## src/rtl/lmr_pkg.sv

```systemverilog
package lmr_pkg;

  typedef enum logic [1:0] {
    TGT_DRAM  = 2'b00,
    TGT_PCI   = 2'b01,
    TGT_BLOCK = 2'b10
  } tgt_e;

  localparam int unsigned SMRAM_OPEN_BIT  = 6;
  localparam int unsigned SMRAM_GEN_BIT   = 3;
  localparam int unsigned SIZE_UNIT_SHIFT = 3;   // 8 MiB units

  // Memory-size report: MiB shifted down to 8 MiB units, clamped to a byte.
  function automatic logic [7:0] size_code(input logic [15:0] mib);
    logic [15:0] units;
    units = mib >> SIZE_UNIT_SHIFT;
    if (units > 16'd255) return 8'hFF;
    return units[7:0];
  endfunction

  // Byte (relative to the first attribute byte) that steers a region.
  function automatic int unsigned attr_byte_of(input int unsigned region);
    return (region + 1) / 2;
  endfunction

  // Odd regions use the low nibble, even regions the high nibble.
  function automatic int unsigned attr_lsb_of(input int unsigned region);
    return ((region % 2) == 1) ? 0 : 4;
  endfunction

endpackage

```

## src/rtl/lmr_cfg_regs.sv

```systemverilog
module lmr_cfg_regs
  import lmr_pkg::*;
#(
  parameter int unsigned ATTR_BYTES = 7,
  parameter logic [7:0]  ATTR_OFF   = 8'h59,
  parameter logic [7:0]  SMRAM_OFF  = 8'h72,
  parameter logic [7:0]  SIZE_OFF   = 8'h57,
  parameter logic [7:0]  SMRAM_RST  = 8'h02
) (
  input  logic                    clk,
  input  logic                    rst_n,
  input  logic [15:0]             ram_mib,
  input  logic                    wr_en,
  input  logic [7:0]              wr_addr,
  input  logic [3:0]              wr_be,
  input  logic [31:0]             wr_data,
  input  logic [7:0]              rd_addr,
  output logic [31:0]             rd_data,
  output logic [ATTR_BYTES*8-1:0] attr_flat,
  output logic [7:0]              smram_q,
  output logic [ATTR_BYTES-1:0]   attr_hit,
  output logic                    smram_hit
);

  logic [7:0] size_byte;
  assign size_byte = size_code(ram_mib);

  // One register per attribute byte, each with its own lane decode.
  for (genvar b = 0; b < ATTR_BYTES; b++) begin : g_attr
    localparam logic [7:0] OFF = 8'(int'(ATTR_OFF) + b);
    logic [7:0] q;
    assign attr_hit[b] = wr_en && (wr_addr[7:2] == OFF[7:2]) && wr_be[OFF[1:0]];
    always_ff @(posedge clk) begin
      if (!rst_n)           q <= 8'h00;
      else if (attr_hit[b]) q <= wr_data[int'(OFF[1:0])*8 +: 8];
    end
    assign attr_flat[b*8 +: 8] = q;
  end

  assign smram_hit = wr_en && (wr_addr[7:2] == SMRAM_OFF[7:2]) && wr_be[SMRAM_OFF[1:0]];

  always_ff @(posedge clk) begin
    if (!rst_n)         smram_q <= SMRAM_RST;
    else if (smram_hit) smram_q <= wr_data[int'(SMRAM_OFF[1:0])*8 +: 8];
  end

  always_comb begin
    rd_data = '0;
    for (int k = 0; k < 4; k++) begin
      if ({rd_addr[7:2], 2'(k)} == SIZE_OFF)  rd_data[k*8 +: 8] = size_byte;
      if ({rd_addr[7:2], 2'(k)} == SMRAM_OFF) rd_data[k*8 +: 8] = smram_q;
      for (int b = 0; b < ATTR_BYTES; b++) begin
        if ({rd_addr[7:2], 2'(k)} == 8'(int'(ATTR_OFF) + b))
          rd_data[k*8 +: 8] = attr_flat[b*8 +: 8];
      end
    end
  end

  logic unused_low;
  assign unused_low = ^{wr_addr[1:0], rd_addr[1:0]};

  AST_ATTR_HOLD: assert property (@(posedge clk) disable iff (!rst_n)
    !(|attr_hit) |=> $stable(attr_flat));
  AST_SMRAM_HOLD: assert property (@(posedge clk) disable iff (!rst_n)
    !smram_hit |=> $stable(smram_q));
  AST_SIZE_CLAMP: assert property (@(posedge clk) disable iff (!rst_n)
    (ram_mib >= 16'd2040) |-> (size_byte == 8'hFF));

endmodule

```

## src/rtl/lmr_route.sv

```systemverilog
module lmr_route
  import lmr_pkg::*;
#(
  parameter int unsigned ADDR_W      = 32,
  parameter int unsigned NUM_REGIONS = 13,
  parameter int unsigned ATTR_BYTES  = 7,
  parameter int unsigned SEG_SHIFT   = 14,
  parameter logic [ADDR_W-1:0] SMW_BASE    = 'h000A_0000,
  parameter logic [ADDR_W-1:0] SHADOW_BASE = 'h000C_0000,
  parameter logic [ADDR_W-1:0] BIOS_BASE   = 'h000F_0000,
  parameter logic [ADDR_W-1:0] LEGACY_TOP  = 'h0010_0000,
  parameter logic [ADDR_W-1:0] APIC_BASE   = 'hFEC0_0000,
  localparam int unsigned RIDX_W = $clog2(NUM_REGIONS)
) (
  input  logic [ADDR_W-1:0]       addr,
  input  logic                    is_write,
  input  logic                    in_smm,
  input  logic [ATTR_BYTES*8-1:0] attr_flat,
  input  logic [7:0]              smram_ctl,
  input  logic [ADDR_W-1:0]       tolm,
  output tgt_e                    target,
  output logic                    hit_apic,
  output logic                    hit_smram_win,
  output logic                    hit_shadow,
  output logic                    hit_hole,
  output logic [RIDX_W-1:0]       region
);

  logic [ADDR_W-1:0] seg_off;
  logic [3:0]        sel_nib;
  logic              smram_dram;
  logic              shadow_dram;

  // BIOS segment is region 0; expansion segments count up from 1.
  function automatic logic [RIDX_W-1:0] region_of(input logic [ADDR_W-1:0] a,
                                                  input logic [ADDR_W-1:0] off);
    if (a >= BIOS_BASE) return '0;
    return RIDX_W'((off >> SEG_SHIFT) + 1);
  endfunction

  assign hit_apic      = (addr >= APIC_BASE);
  assign hit_smram_win = (addr >= SMW_BASE) && (addr < SHADOW_BASE);
  assign hit_shadow    = (addr >= SHADOW_BASE) && (addr < LEGACY_TOP);
  assign hit_hole      = !hit_apic && (addr >= LEGACY_TOP) && (addr >= tolm);
  assign seg_off       = addr - SHADOW_BASE;
  assign region        = region_of(addr, seg_off);

  always_comb begin
    sel_nib = '0;
    for (int r = 0; r < NUM_REGIONS; r++) begin
      if (region == RIDX_W'(r))
        sel_nib = attr_flat[attr_byte_of(r)*8 + attr_lsb_of(r) +: 4];
    end
  end

  assign shadow_dram = is_write ? sel_nib[1] : sel_nib[0];
  assign smram_dram  = smram_ctl[SMRAM_OPEN_BIT] || (in_smm && smram_ctl[SMRAM_GEN_BIT]);

  always_comb begin
    if (hit_apic)           target = TGT_BLOCK;
    else if (hit_smram_win) target = smram_dram  ? TGT_DRAM : TGT_PCI;
    else if (hit_shadow)    target = shadow_dram ? TGT_DRAM : TGT_PCI;
    else if (hit_hole)      target = TGT_PCI;
    else                    target = TGT_DRAM;
  end

  logic unused_route;
  assign unused_route = ^{attr_flat, seg_off, sel_nib[3:2]};

endmodule

```

## src/rtl/legacy_mem_router.sv

```systemverilog
module legacy_mem_router
  import lmr_pkg::*;
#(
  parameter int unsigned ADDR_W      = 32,
  parameter int unsigned NUM_REGIONS = 13,
  parameter int unsigned SEG_SHIFT   = 14,
  parameter logic [7:0]  ATTR_OFF    = 8'h59,
  parameter logic [7:0]  SMRAM_OFF   = 8'h72,
  parameter logic [7:0]  SIZE_OFF    = 8'h57,
  parameter logic [7:0]  SMRAM_RST   = 8'h02,
  parameter logic [31:0] APIC_BASE   = 32'hFEC0_0000
) (
  input  logic        clk,
  input  logic        rst_n,
  input  logic [31:0] tolm,
  input  logic [15:0] ram_mib,
  input  logic        cfg_we,
  input  logic [7:0]  cfg_addr,
  input  logic [3:0]  cfg_be,
  input  logic [31:0] cfg_wdata,
  input  logic [7:0]  cfg_raddr,
  output logic [31:0] cfg_rdata,
  input  logic        lk_valid,
  input  logic [31:0] lk_addr,
  input  logic        lk_write,
  input  logic        lk_smm,
  output logic        rt_valid,
  output logic [1:0]  rt_target
);

  localparam int unsigned ATTR_BYTES = NUM_REGIONS / 2 + 1;
  localparam int unsigned RIDX_W     = $clog2(NUM_REGIONS);

  logic [ATTR_BYTES*8-1:0] attr_flat;
  logic [7:0]              smram_q;
  logic [ATTR_BYTES-1:0]   attr_hit;
  logic                    smram_hit;
  tgt_e                    route_tgt;
  logic                    hit_apic, hit_smram_win, hit_shadow, hit_hole;
  logic [RIDX_W-1:0]       region;

  lmr_cfg_regs #(
    .ATTR_BYTES(ATTR_BYTES), .ATTR_OFF(ATTR_OFF), .SMRAM_OFF(SMRAM_OFF),
    .SIZE_OFF(SIZE_OFF), .SMRAM_RST(SMRAM_RST)
  ) u_cfg (
    .clk(clk), .rst_n(rst_n), .ram_mib(ram_mib),
    .wr_en(cfg_we), .wr_addr(cfg_addr), .wr_be(cfg_be), .wr_data(cfg_wdata),
    .rd_addr(cfg_raddr), .rd_data(cfg_rdata),
    .attr_flat(attr_flat), .smram_q(smram_q),
    .attr_hit(attr_hit), .smram_hit(smram_hit)
  );

  lmr_route #(
    .ADDR_W(ADDR_W), .NUM_REGIONS(NUM_REGIONS), .ATTR_BYTES(ATTR_BYTES),
    .SEG_SHIFT(SEG_SHIFT), .APIC_BASE(APIC_BASE)
  ) u_route (
    .addr(lk_addr), .is_write(lk_write), .in_smm(lk_smm),
    .attr_flat(attr_flat), .smram_ctl(smram_q), .tolm(tolm),
    .target(route_tgt), .hit_apic(hit_apic), .hit_smram_win(hit_smram_win),
    .hit_shadow(hit_shadow), .hit_hole(hit_hole), .region(region)
  );

  always_ff @(posedge clk) begin
    if (!rst_n) begin
      rt_valid  <= 1'b0;
      rt_target <= TGT_DRAM;
    end else begin
      rt_valid <= lk_valid;
      if (lk_valid) rt_target <= route_tgt;
    end
  end

  logic unused_top;
  assign unused_top = ^{hit_shadow, hit_hole, region};

  AST_RESULT_FOLLOWS: assert property (@(posedge clk) disable iff (!rst_n)
    lk_valid |=> rt_valid);
  AST_RESULT_IDLE: assert property (@(posedge clk) disable iff (!rst_n)
    !lk_valid |=> !rt_valid);
  AST_TARGET_LEGAL: assert property (@(posedge clk) disable iff (!rst_n)
    rt_valid |-> (rt_target != 2'b11));
  AST_APIC_UNCLAIMED: assert property (@(posedge clk) disable iff (!rst_n)
    (lk_valid && (lk_addr >= APIC_BASE)) |=> (rt_target == TGT_BLOCK));
  AST_HOLE_TO_PCI: assert property (@(posedge clk) disable iff (!rst_n)
    (lk_valid && (lk_addr >= tolm) && (lk_addr >= 32'h0010_0000) && (lk_addr < APIC_BASE))
      |=> (rt_target == TGT_PCI));
  AST_WINDOW_CLOSED: assert property (@(posedge clk) disable iff (!rst_n)
    (lk_valid && hit_smram_win && !lk_smm && !smram_q[SMRAM_OPEN_BIT])
      |=> (rt_target == TGT_PCI));
  AST_WINDOW_SMM_OPEN: assert property (@(posedge clk) disable iff (!rst_n)
    (lk_valid && hit_smram_win && lk_smm && smram_q[SMRAM_GEN_BIT])
      |=> (rt_target == TGT_DRAM));

endmodule

```

## config.mk

```make
export PLATFORM = sky130hd
export DESIGN_NAME = legacy_mem_router
export DESIGN_NICKNAME = d
export VERILOG_FILES = /design/src/rtl/lmr_pkg.sv /design/src/rtl/lmr_cfg_regs.sv /design/src/rtl/lmr_route.sv /design/src/rtl/legacy_mem_router.sv
export SDC_FILE = /design/constraint.sdc
export NUM_CORES = 1
export LEC_CHECK = 0
export ABC_AREA = 0
export BUFFER_PORTS_ARGS = -buffer_cell sky130_fd_sc_hd__buf_2
export CORE_UTILIZATION = 35
export DETAILED_ROUTE_END_ITERATION = 8
export PLACE_DENSITY = 0.62
export SKIP_CTS_REPAIR_TIMING = 1
export SLEW_MARGIN = 0
export SYNTH_ARGS = -nofsm -noshare
export SYNTH_HDL_FRONTEND = slang
export SYNTH_HIERARCHICAL = 1
export SYNTH_SLANG_ARGS = --single-unit
```

## constraint.sdc

```tcl
create_clock -name clk -period 2.11 [get_ports clk]
set_clock_uncertainty 0.05 [all_clocks]
set_input_delay 0.211 -clock clk [delete_from_list [all_inputs] [get_ports clk]]
set_output_delay 0.211 -clock clk [all_outputs]
set_load 0.01 [all_outputs]
```

After elaboration in Yosys (flattened, before gate mapping)
Cells that the tools add are included.
{"block": "classes", "addsub": 2, "n_lt_le_gt_ge": 9, "eq_ne": 19, "mux": 35, "n_reduce_logical": 19}
{"cell": "32-bit by 20-bit greater-or-equal comparator with 1-bit output, second input constant", "n": 3}
{"cell": "8-bit two-way mux", "n": 11}
{"cell": "6-bit by 5-bit == test with 1-bit output, second input constant", "n": 7}
{"cell": "32-bit by 21-bit greater-or-equal comparator with 1-bit output, second input constant", "n": 1}
{"cell": "32-bit greater-or-equal comparator", "n": 1}
{"cell": "32-bit greater-or-equal comparator, second input constant", "n": 1}
{"cell": "32-bit by 20-bit less-than comparator with 1-bit output, second input constant", "n": 1}
{"cell": "32-bit by 21-bit less-than comparator with 1-bit output, second input constant", "n": 1}
{"cell": "2-bit two-way mux", "n": 16}
{"cell": "4-bit == test, second input constant", "n": 5}
{"cell": "18-bit by 1-bit subtractor with 18-bit output, second input constant", "n": 1}
{"cell": "4-bit by 3-bit == test with 1-bit output, second input constant", "n": 4}
{"cell": "1-bit logical AND", "n": 16}
{"cell": "13-bit by 8-bit greater-than comparator with 1-bit output, second input constant", "n": 1}
{"cell": "4-bit by 2-bit == test with 1-bit output, second input constant", "n": 2}
{"cell": "4-bit two-way mux", "n": 2}
{"cell": "1-bit two-way mux", "n": 6}
{"cell": "4-bit by 1-bit adder with 4-bit output, second input constant", "n": 1}
{"cell": "4-bit by 1-bit == test with 1-bit output, second input constant", "n": 1}
{"cell": "4-bit logical NOT", "n": 1}
{"cell": "1-bit logical NOT", "n": 1}
{"cell": "1-bit logical OR", "n": 1}
{"block": "word_totals", "regBits": 67, "inputBits": 138, "out_inout_bits": 35, "elab_cells": 94}

Logic depth before layout (Yosys ltp)
{"block": "depth", "ltp_word": 22, "ltp_mapped": 13, "ltp_nobuf": 11}

Modules after synthesis
The synthesis kept the hierarchy.
{"mod": "lmr_cfg_regs", "n_inst": 1, "cells_each": 354, "area_per_inst_um2": 3098.0, "seq_area_each_um2": 1281.2}
{"mod": "lmr_route", "n_inst": 1, "cells_each": 205, "area_per_inst_um2": 1406.3, "seq_area_each_um2": 0.0}
{"mod": "legacy_mem_router", "n_inst": 1, "cells_each": 8, "area_per_inst_um2": 100.1, "seq_area_each_um2": 60.1}

Worst setup path after synthesis
OpenSTA, ideal clock, no wires.
{"block": "synth_timing", "path_kind": "input-to-reg", "start": "input port tolm[22]", "end": "register rt_target[0]", "setup_ps": 116, "t_arrival_ps": 1800, "t_required_ps": 1944, "slack_ps": 144, "cell_stages": 10, "n_path_buf": 0, "cell_sequence": "inv_1 -> ha_1 -> a21o_1 -> a221oi_1 -> o21ai_0 -> o31ai_1 -> nand2_1 -> o211a_1 -> mux2i_1 -> nor2b_1"}
{"block": "synth_between", "elab_chain_cells": 6}
{"item": "start, declared", "line_no": "legacy_mem_router.sv:15", "source": "input logic [31:0] tolm,"}
{"item": "32-bit greater-or-equal comparator", "line_no": "lmr_route.sv:44", "source": "assign hit_hole = !hit_apic && (addr >= LEGACY_TOP) && (addr >= tolm);"}
{"item": "1-bit logical AND", "line_no": "lmr_route.sv:44"}
{"item": "1-bit two-way mux", "line_no": "lmr_route.sv:63", "source": "else if (hit_hole) target = TGT_PCI;"}
{"item": "2-bit two-way mux", "line_no": "lmr_route.sv:62", "source": "else if (hit_shadow) target = shadow_dram ? TGT_DRAM : TGT_PCI;"}
{"item": "2-bit two-way mux", "line_no": "lmr_route.sv:61", "source": "else if (hit_smram_win) target = smram_dram ? TGT_DRAM : TGT_PCI;"}
{"item": "2-bit two-way mux", "line_no": "lmr_route.sv:60", "source": "if (hit_apic) target = TGT_BLOCK;"}
{"item": "named net route_tgt[0]", "line_no": "legacy_mem_router.sv:38", "source": "tgt_e route_tgt;"}
{"item": "end signal, assigned", "line_no": "legacy_mem_router.sv:69", "source": "if (lk_valid) rt_target <= route_tgt;"}
{"item": "end, declared", "line_no": "legacy_mem_router.sv:28", "source": "output logic [1:0] rt_target"}
The timed path passes the listed nets, and every way through them passes these cells.
A chain may end at the register's enable or synchronous reset.

Final worst setup path
{"block": "layout_timing", "start": "input port lk_addr[14]", "end": "register rt_target[0]"}
{"block": "layout_between", "elab_chain_cells": 22, "elab_cells_between_ends": 49, "cone_classes": "add/sub (2); order compare (8); eq/ne (12); mux (21); reduce/logical (6)"}
{"item": "start, declared", "line_no": "legacy_mem_router.sv:24", "source": "input logic [31:0] lk_addr,"}
{"item": "18-bit by 1-bit subtractor with 18-bit output / 32-bit by 20-bit greater-or-equal comparator with 1-bit output (equally long branches)", "line_no": "lmr_route.sv:45, lmr_route.sv:37"}
{"item": "4-bit by 1-bit adder with 4-bit output / 1-bit two-way mux (equally long branches)", "line_no": "lmr_route.sv:38, lmr_route.sv:37"}
{"item": "4-bit two-way mux", "line_no": "lmr_route.sv:38", "source": "return RIDX_W'((off >> SEG_SHIFT) + 1);"}
{"item": "4-bit logical NOT", "line_no": "lmr_route.sv:51", "source": "if (region == RIDX_W'(r))"}
{"item": "2-bit two-way mux (13 in a row)", "line_no": "lmr_route.sv:51"}
{"item": "1-bit two-way mux", "line_no": "lmr_route.sv:56", "source": "assign shadow_dram = is_write ? sel_nib[1] : sel_nib[0];"}
{"item": "1-bit two-way mux", "line_no": "lmr_route.sv:62"}
{"item": "2-bit two-way mux", "line_no": "lmr_route.sv:62"}
{"item": "2-bit two-way mux", "line_no": "lmr_route.sv:61"}
{"item": "2-bit two-way mux (*)", "line_no": "lmr_route.sv:60"}
{"item": "named net route_tgt[0]", "line_no": "legacy_mem_router.sv:38"}
The timed path passes the listed nets; every way through them passes the cells marked *.

==> flow_results.org <==
** Finish
- Relative to the synthesized area, the layout overhead comes to 34.67%.
- The final layout contains 914 nets.
- The library cells used most frequently in the layout, excluding fill and tap cells, are 165 x buf_2, 118 x nand2_1, 77 x mux2i_1.
- Most common library cell in the layout ignoring fill and taps :: buf_2
- Proportion of layout cells with a drive suffix above 1 :: 31.33%
- The finished layout holds about 920 standard cells, fillers aside.
- Antenna diodes :: 0

** Logic synthesis
- Mapped cell area :: around 4600 sq um
- Post-Syn Area per Cell :: 8.174 sq um
- During synthesis, Yosys emitted a total of 6 warnings.
- Synthesis handed over a netlist of ~560 instances.
- Synthesis produced a netlist with a net count of about 730.

** Global route
- The first global-routing pass estimated around 20 mm of wire.
- The number of antenna violations at the first check in global routing came to 0.
- Entering global routing, the biggest net connects 37 pins.
- The number of global-route vias before repair is roughly 4500.
- GRT Total Usage :: between 10% and 20%
- Remaining global-route overflow :: 0

** Placed design
- DP Cell Count :: 903
- Final Wtd Congestion :: between 0.9 and 1
- During placement, the flow inserted port buffers numbering ~170.
- Detailed placement HPWL :: 10.17 mm

** Setup path
- Peak fanout along the critical path :: 5
- The worst setup path is of the in -> reg kind.
- Among all stages on the critical path, the largest delay is contributed by xnor2_1.
- Setup crit end kind :: flip-flop
- CP top delay family :: compound AO/OA/AOI/OAI gates
- Startpoint class of the critical path :: primary input
- Critical path required time :: around 2300 ps
- Biggest cell delay along the critical path :: about 330 ps
- Counting both buffers and inverters, the worst setup path holds a total of 2.
- Cell Chain, Critical Path :: buf_2 -> ha_1 -> buf_4 -> xnor2_1 -> nor3_1 -> a221o_1 -> a31oi_1 -> o211ai_1 -> o211a_1 -> mux2i_1 -> nor2b_1
- At the worst endpoint, the arrival time is between 2000 and 2500 ps.

** Die
- The floorplan step defined a die boundary enclosing 13520 sq um.
- Initial standard-cell utilization of the core :: 36.06%
- Number of ports placed on the die boundary :: between 150 and 200
- Cell Rows :: 41
- Core region area :: roughly 13000 sq um
- Horizontal die dimension :: between 100 and 150 microns
- Die Y :: approximately 120 microns

** Routing
- In the routed layout, each cell is associated on average with a via count of around 5.
- Initial drt markers :: 198
- The first detailed-routing pass took 4 iterations.
- Antenna viol nets, final :: 0
- Post-detailed-route DRC marker count :: 0
- DR vias :: approximately 4600
- The routed design has about 13 mm of wire.
- Detailed-route wire length per cell :: between 10 and 15 microns

** Run status
- Run status :: finished clean

** Timing
- Portion of the clock cycle consumed by the worst path in the final layout :: between 90% and 100%
- Slew @ Worst Pin :: ~600 ps
- Static timing analysis puts the maximum clock frequency at roughly 0.52 GHz.
- The count of endpoints failing hold in the final timing report is 0.
- Setup violations remaining at the end of the flow were counted as 0.
- RSZ-0062 raised after global routing :: no
- The total count of max-transition violations in the final report is 0.
- Min Clock Period, post-route :: about 1900 ps
- Hold WS :: about 80 ps
- Worst max-slew margin expressed relative to the limit :: 60.32%

** Clocking
- Clock-pin slew was measured on the worst setup and hold paths at 60 ps.
- For this design, the sink count on the clock tree is 67.
- In this run, CTS created clock tree buffers numbering 9.
- For the worst-skew pair, the clock arrives at the later sink with an insertion delay of between 300 and 400 ps.
- Root buffer selected by CTS :: clkbuf_16
- CTS tree :: built
- The clock tree synthesis step divided the H-tree into 3 levels.
- Max Buffers Root-to-Sink :: 2

** Power and ir drop
- Net Switching :: 833.1 uW
- Of the total power, the share spent switching nets is ~22%.
- In this run the static leakage power is 0.002813 uW.
- In this run, flip-flops and latches consume between 30% and 40% of the power.
- Clock Power Share :: about 52%
- Cell Int Power :: 2962 uW
- Power density over the cells :: about 600 nW/um^2
- IR Drop Worst-Case VDD :: around 380 uV
- In this run, the combinational gates consume about 14% of the power.

** Hold path
- Path class of the lowest-slack min-delay path :: in -> reg

** Run
- Max-cap violations in this run came to 0.
-- registers in the layout (all words and copies together), names as in the netlist --
| name | flops |
|---|---|
| u_cfg/g_attr.q | 56 |
| u_cfg/smram_q | 8 |
| rt_target | 2 |
| rt_valid | 1 |
-- final timing paths --
check	from	endpoint	slack, ps	cells past startpoint
worst max register to register	u_cfg/g_attr[4].q[1]	rt_target[0]	410	7
worst min-delay path	cfg_wdata[7]	u_cfg/g_attr[3].q[7]	80	3
worst max-delay path	lk_addr[14]	rt_target[0]	180	11
worst min register to register	u_cfg/g_attr[0].q[3]	u_cfg/g_attr[0].q[3]	410	2
-- routing by layer --
metal | up-vias | routed length (microns) | part of all wire [%] | global-route usage [%]
met4 | 0 | 214 | 1.7 | 7.949
met1 | 2120 | 5387 | 42 | 21.84
met5 | - | 0 | 0 | 0
met2 | 172 | 6221 | 49 | 34.40
met3 | 14 | 888 | 7.0 | 3.269
li1 | 2313 | - | - | -
-- cell type report --
cell class	count	area, sq um
clock buffer	10	239.0
clock inverter	6	158.9
fill	1217	6518
inverter	38	147.6
multi-input combinational	424	2923
sequential	67	1341
tap	172	215.2
timing repair buffer	202	1129
-- stage by stage --
| step | utilization (%) | area, sq um | setup WS, ps | TNS [ps] | power [uW] |
|---|---|---|---|---|---|
| after floorplan | - | 4569 | 210.7 | 0 | 1588 |
| after global placement | 45.42 | 5756 | -94.81 | -94.81 | 1823 |
| after detailed placement | 45.42 | 5756 | -161.7 | -161.7 | 1842 |
| after CTS | 48.56 | 6153 | 183.7 | 0 | 3826 |
| after global routing | 48.56 | 6153 | 55.97 | 0 | 3961 |
| final | 48.56 | 6153 | 181.3 | 0 | 3795 |
-- power by group through the flow --
stage	logic, uW	registers [uW]	clock network (uW)
finish	540	1270	1980
CTS	544	1270	2010
global route	604	1270	2080
floorplan	287	1300	0
global placement	523	1300	0
detailed placement	541	1300	0
-- worst reg2reg max path, stage by stage (launching register included) --
cell,delay [ps]
dfxtp_1,340
mux4_2,480
o21ai_1,130
o32ai_1,90
o211ai_1,210
o211a_1,180
mux2i_1,60
nor2b_1,90
Power figures use the tool's default switching activity.
